**src/rtl/burst_seq_pkg.sv**
```systemverilog
package burst_seq_pkg;

  localparam int unsigned POS_W = 2;

  typedef enum logic {
    ORD_LINEAR     = 1'b0,
    ORD_INTERLEAVE = 1'b1
  } burst_order_e;

  // Low address bits for a given start value and position count.
  function automatic logic [POS_W-1:0] burst_low(
    input logic [POS_W-1:0] start,
    input logic [POS_W-1:0] pos,
    input burst_order_e     order
  );
    logic [POS_W-1:0] res;
    if (order == ORD_INTERLEAVE) res = start ^ pos;
    else                         res = start + pos;
    return res;
  endfunction

endpackage

```
**src/rtl/burst_step_ctr.sv**
```systemverilog
module burst_step_ctr #(
  parameter int unsigned CW = 2
) (
  input  logic          clk,
  input  logic          rst_n,
  input  logic          clr,
  input  logic          inc,
  output logic [CW-1:0] cnt
);

  always_ff @(posedge clk or negedge rst_n) begin
    if (!rst_n)   cnt <= '0;
    else if (clr) cnt <= '0;
    else if (inc) cnt <= cnt + 1'b1;
  end

endmodule

```
**src/rtl/burst_base_reg.sv**
```systemverilog
module burst_base_reg #(
  parameter int unsigned AW = 18
) (
  input  logic          clk,
  input  logic          rst_n,
  input  logic          ld,
  input  logic [AW-1:0] d_addr,
  input  logic          d_write,
  output logic [AW-1:0] base,
  output logic          write_lat
);

  always_ff @(posedge clk or negedge rst_n) begin
    if (!rst_n) begin
      base      <= '0;
      write_lat <= 1'b0;
    end else if (ld) begin
      base      <= d_addr;
      write_lat <= d_write;
    end
  end

endmodule

```
**src/rtl/burst_order_map.sv**
```systemverilog
module burst_order_map
  import burst_seq_pkg::*;
(
  input  logic [POS_W-1:0] start,
  input  logic [POS_W-1:0] pos,
  input  logic             ilv,
  output logic [POS_W-1:0] low
);

  burst_order_e order;

  always_comb begin
    order = ilv ? ORD_INTERLEAVE : ORD_LINEAR;
    low   = burst_low(start, pos, order);
  end

endmodule

```
**src/rtl/burst_addr_seq.sv**
```systemverilog
module burst_addr_seq
  import burst_seq_pkg::*;
#(
  parameter int unsigned AW = 18
) (
  input  logic          clk,
  input  logic          rst_n,
  input  logic          cke_n,
  input  logic          adv_ld,
  input  logic [AW-1:0] ext_addr,
  input  logic          wr_n,
  input  logic          order_ilv,
  output logic [AW-1:0] acc_addr,
  output logic          acc_write
);

  localparam int unsigned UP_W = AW - POS_W;

  // Named events, visible to the bound checker.
  logic             load_fire;
  logic             adv_fire;
  logic [POS_W-1:0] pos_cnt;
  logic [AW-1:0]    base_addr;
  logic [POS_W-1:0] low_bits;

  assign load_fire = !cke_n && !adv_ld;
  assign adv_fire  = !cke_n &&  adv_ld;

  burst_step_ctr #(.CW(POS_W)) u_ctr (
    .clk   (clk),
    .rst_n (rst_n),
    .clr   (load_fire),
    .inc   (adv_fire),
    .cnt   (pos_cnt)
  );

  burst_base_reg #(.AW(AW)) u_base (
    .clk       (clk),
    .rst_n     (rst_n),
    .ld        (load_fire),
    .d_addr    (ext_addr),
    .d_write   (!wr_n),
    .base      (base_addr),
    .write_lat (acc_write)
  );

  burst_order_map u_map (
    .start (base_addr[POS_W-1:0]),
    .pos   (pos_cnt),
    .ilv   (order_ilv),
    .low   (low_bits)
  );

  assign acc_addr = {base_addr[AW-1:AW-UP_W], low_bits};

endmodule

```
**config.mk**
```make
export PLATFORM = sky130hd
export DESIGN_NAME = burst_addr_seq
export DESIGN_NICKNAME = d
export VERILOG_FILES = /design/src/rtl/burst_seq_pkg.sv /design/src/rtl/burst_step_ctr.sv /design/src/rtl/burst_base_reg.sv /design/src/rtl/burst_order_map.sv /design/src/rtl/burst_addr_seq.sv
export SDC_FILE = /design/constraint.sdc
export NUM_CORES = 1
export LEC_CHECK = 0
export CORE_UTILIZATION = 25
export CTS_CLUSTER_SIZE = 40
export DETAILED_ROUTE_END_ITERATION = 12
export PLACE_DENSITY = 0.63
export SETUP_SLACK_MARGIN = 0.1
export SYNTH_ARGS = -nofsm -noshare
export SYNTH_HDL_FRONTEND = slang
export SYNTH_SLANG_ARGS = --single-unit
```
**constraint.sdc**
```tcl
create_clock -name clk -period 2.05 [get_ports clk]
set_input_delay 0.5125 -clock clk [delete_from_list [all_inputs] [get_ports clk]]
set_output_delay 0.5125 -clock clk [all_outputs]
set_load 0.02 [all_outputs]
```
# After elaboration in Yosys (flattened, before gate mapping)
# Index checks and enable logic that the tools add are counted.
# op_classes
add_sub_neg	2
reduce_logical	6
mux	4
bitwise	1
# ops
op	n
two-way mux 2 bit	3
zero test 1 bit	3
adder 2 x 1 -> 2 bit, second input constant	1
adder 2 bit	1
logical AND 1 bit	2
nonzero test 2 bit	1
XOR 2 bit	1
two-way mux 1 bit	1
# totals
elab_cells	16
reg_bits	21
inputBits	24

# Depth between registers and ports, before layout
# logic_depth
depth_word	4
ltp_mapped	4
depth_no_buf	3

# Hierarchy
# A second synthesis with hierarchy kept.
# hier_totals
hier_cells	54
hier_area_um2	899.6
# by_module_without_submodules
mod	cells_each	n_inst	area_per_inst_um2	seq_area_each_um2
burst_base_reg	40	1	758.2	475.5
burst_step_ctr	7	1	88.8	50.0
burst_order_map	4	1	36.3	0.0
burst_addr_seq	3	1	16.3	0.0

# Worst setup path before layout
# No wires, ideal clock.
# synth_timing
kind	register to output
start	register u_ctr.cnt[0]
end	output port acc_addr[1]
slack_ns	0.452
t_arrival_ns	1.086
n_path_buf	0
path_stages_with_launch	4
cell_sequence	dfrtp_1 -> ha_1 -> nor2b_1 -> xnor2_1
# synth_via
elab_chain_len	2
# synth_lines
element	line_no	source
from (decl)	burst_step_ctr.sv:8	output logic [CW-1:0] cnt
from (signal assigned)	burst_step_ctr.sv:14	else if (inc) cnt <= cnt + 1'b1;
adder 2 bit	burst_seq_pkg.sv:18	else res = start + pos;
two-way mux 2 bit	burst_seq_pkg.sv:17	if (order == ORD_INTERLEAVE) res = start ^ pos;
to (decl)	burst_addr_seq.sv:13	output logic [AW-1:0] acc_addr,
# No other way between the ends.

# Worst setup path after layout
# layout_timing
start	input port order_ilv
end	output port acc_addr[1]
# layout_via
elab_chain_len	2
# layout_lines
element	line_no	source
from (decl)	burst_addr_seq.sv:12	input logic order_ilv,
two-way mux 1 bit	burst_order_map.sv:13	order = ilv ? ORD_INTERLEAVE : ORD_LINEAR;
two-way mux 2 bit	burst_seq_pkg.sv:17	
# No other way between the ends.

==> flow_summary.toml <==
[logic_synthesis]
ys_seq_area_frac = 0.512
synth_nets = 96
synth-adder-area-share = 0.0122
syn_area_um2 = 1030
syn_inst = 71
synth.distinct_cells = 13
synth_compound_area_frac = 0.0195
synth_top_family_by_area = "multiplexers"
synth_seq_cells = 21
yosys_warnings = 0
synth-simple-area-share = 0.0378
avgSynthCellArea_um2 = 14.5
muxShareOfSynthArea = 0.263
synth-xor-area-share = 0.0171

[timing]
drv_slew = 0
slew-limit-headroom = 0.823
setup_viol = 0
fmax_ghz = 0.526
min_period_ps = 1900
final-hold-violation-count = 0
skew_ps = 0.226
rsz0062_at_grt = "no"
worst_pin_slew_ps = 265
final.period_utilization = 0.928
fin_hold_ws_ps = 513

[global_routing]
grt_antenna_before_repair = 0
grt_overflow = 0
grt_use_total = 0.0890
grt_pass1_vias = 610
grt_max_degree = 22
grt_pass1_wl_mm = 2.86

[power_and_ir_drop]
p_total_mw = 1.14
leakagePower_nw = 0.621
cellPowerDensity_nw_per_um2 = 796
peakVddDrop_v = 0.000196

[layout]
fin_nets = 128
fin_cells = 150
utilization = 0.379
final_area_um2 = 1440
drive_gt1_frac = 0.255
final_cell_mix = "clkdlybuf4s50_1 (40), dfrtp_1 (21), mux2_4 (18)"
final_common_cell = "clkdlybuf4s50_1"
antenna_cells = 0
syn_to_final_growth_pct = 40.1

[worst_setup_path]
reg2reg_from = "u_ctr.cnt[0]"
cp_data_arrival_time_ps = 1390
critPathRequiredTime_ps = 1540
cp_max_fo = 1
end_kind = "primary output"
crit_path_start_kind = "primary input"
r2r_slack_ps = 1170
crit_type = "primary input to primary output"
r2r_end = "u_ctr.cnt[1]"
r2r_cells = 4

[clocking]
clock_sinks = 21
post_cts_buffers = 0
cts-hold-fix-buffers = 0
numCtsBuffers = 3
clockBufferDepth = 2
cts_tree = "yes"
cts.clk_slew.worst_paths_ps = 70
cts-root-buf = "clkbuf_8"
insertion_delay_ps = 250
cts_max_level = 1

[die]
rows = 22
start_util = 0.270
die-width_um = 66.1
die-area_um2 = 4370
die_h_um = 66.1
core_um2 = 3800
ioPinCount = 43

[drt]
drtIter0Drc = 6
ant_nets = 0
vias_per_cell = 3.90
vias = 585
wire_per_inst_um = 12.1
finalWirelength_mm = 1.82
first_pass_iters = 2
drcViolationCount = 0

[place]
finalWeightedCongestion = 0.637
dp_cells = 146
port_buffers = 42
placedInstanceArea_um2 = 1400

[outcome]
outcome = "finished, final reports clean"

[run]
drv_cap = 0

[hold_path]
min-delay-start = "u_base.base[3]"
min_delay_worst_endpoint = "u_base.base[3]"
hp-class = "flip-flop to flip-flop"
whs_path_depth = 1
==> worst max-delay path by stage <==
| stage | start | end | slack, ps |
|---|---|---|---|
| CTS | order_ilv | acc_addr[1] | 30 |
| finish | order_ilv | acc_addr[1] | 150 |
| global route | order_ilv | acc_addr[1] | 110 |
| detailed placement | order_ilv | acc_addr[1] | -310 |
| floorplan | u_ctr.cnt[0] | acc_addr[1] | 450 |
| global placement | order_ilv | acc_addr[1] | -300 |
==> power breakdown <==
| part | switching, mW | total, mW | internal [mW] | leakage, nW |
|---|---|---|---|---|
| logic | 0.155 | 0.381 | 0.226 | 0.350 |
| registers | 0.0340 | 0.509 | 0.475 | 0.248 |
| clock network | 0.117 | 0.255 | 0.138 | 0.0228 |
==> synth_stat cells, drive strengths merged <==
| cell type | count | share of area |
|---|---|---|
| a21oi | 1 | 0.0049 |
| buf | 18 | 0.14 |
| dfrtp | 21 | 0.51 |
| ha | 1 | 0.012 |
| mux2 | 18 | 0.26 |
| nand2 | 1 | 0.0037 |
| nand2b | 2 | 0.012 |
| nor2 | 2 | 0.0097 |
| nor2b | 2 | 0.012 |
| o21ai | 3 | 0.015 |
| xnor2 | 2 | 0.017 |
==> state kept, by name (all words and copies together), names as in the netlist <==
register and cells:
u_ctr.cnt 2, u_base.base 18, u_base.write_lat 1
==> metal layers <==
| metal | vias to the layer above | GRT usage | part of all wire |
|---|---|---|---|
| met2 | 29 | 0.157 | 0.49 |
| met3 | 0 | 0.0224 | 0.094 |
| li1 | 279 | - | - |
| met1 | 277 | 0.0999 | 0.42 |
| met5 | - | 0 | 0 |
| met4 | 0 | 0.0399 | 0 |
==> cell families (layout without fill, tap and decap cells) <==
kind of cell / Yosys count / count (layout)
flops: 21 / 21
compound gates: 4 / 4
fa+ha+maj: 1 / 1
buf+inv: 18 / 49
mux: 18 / 18
simple gates: 7 / 7
xor+xnor: 2 / 2
==> area by class of cell <==
class / instances / area [um^2]
repair buffers: 45 / 449
multi-input cells: 32 / 359
fillers: 365 / 2360
well taps: 48 / 60.1
clock buffers: 4 / 45.0
flip-flops and latches: 21 / 526
==> what timing repair did <==
action / CTS / global route
pin swaps: 0 / 0
setup endpoints to repair: 2 / 1
resized for setup: 5 / 1
==> worst max-delay path, cell delays in order <==
cell and delay [ps]:
clkdlybuf4s50_1 400, nor2b_1 140, xnor2_1 140, buf_2 190
==> stage by stage <==
step | TNS [ps] | worst slack (ps)
finish | 0 | 147
global route | 0 | 113
CTS | 0 | 33.2
detailed placement | -313 | -313
global placement | -300 | -300
floorplan | 0 | 452
No activity file was read; power rests on OpenSTA's default activity.
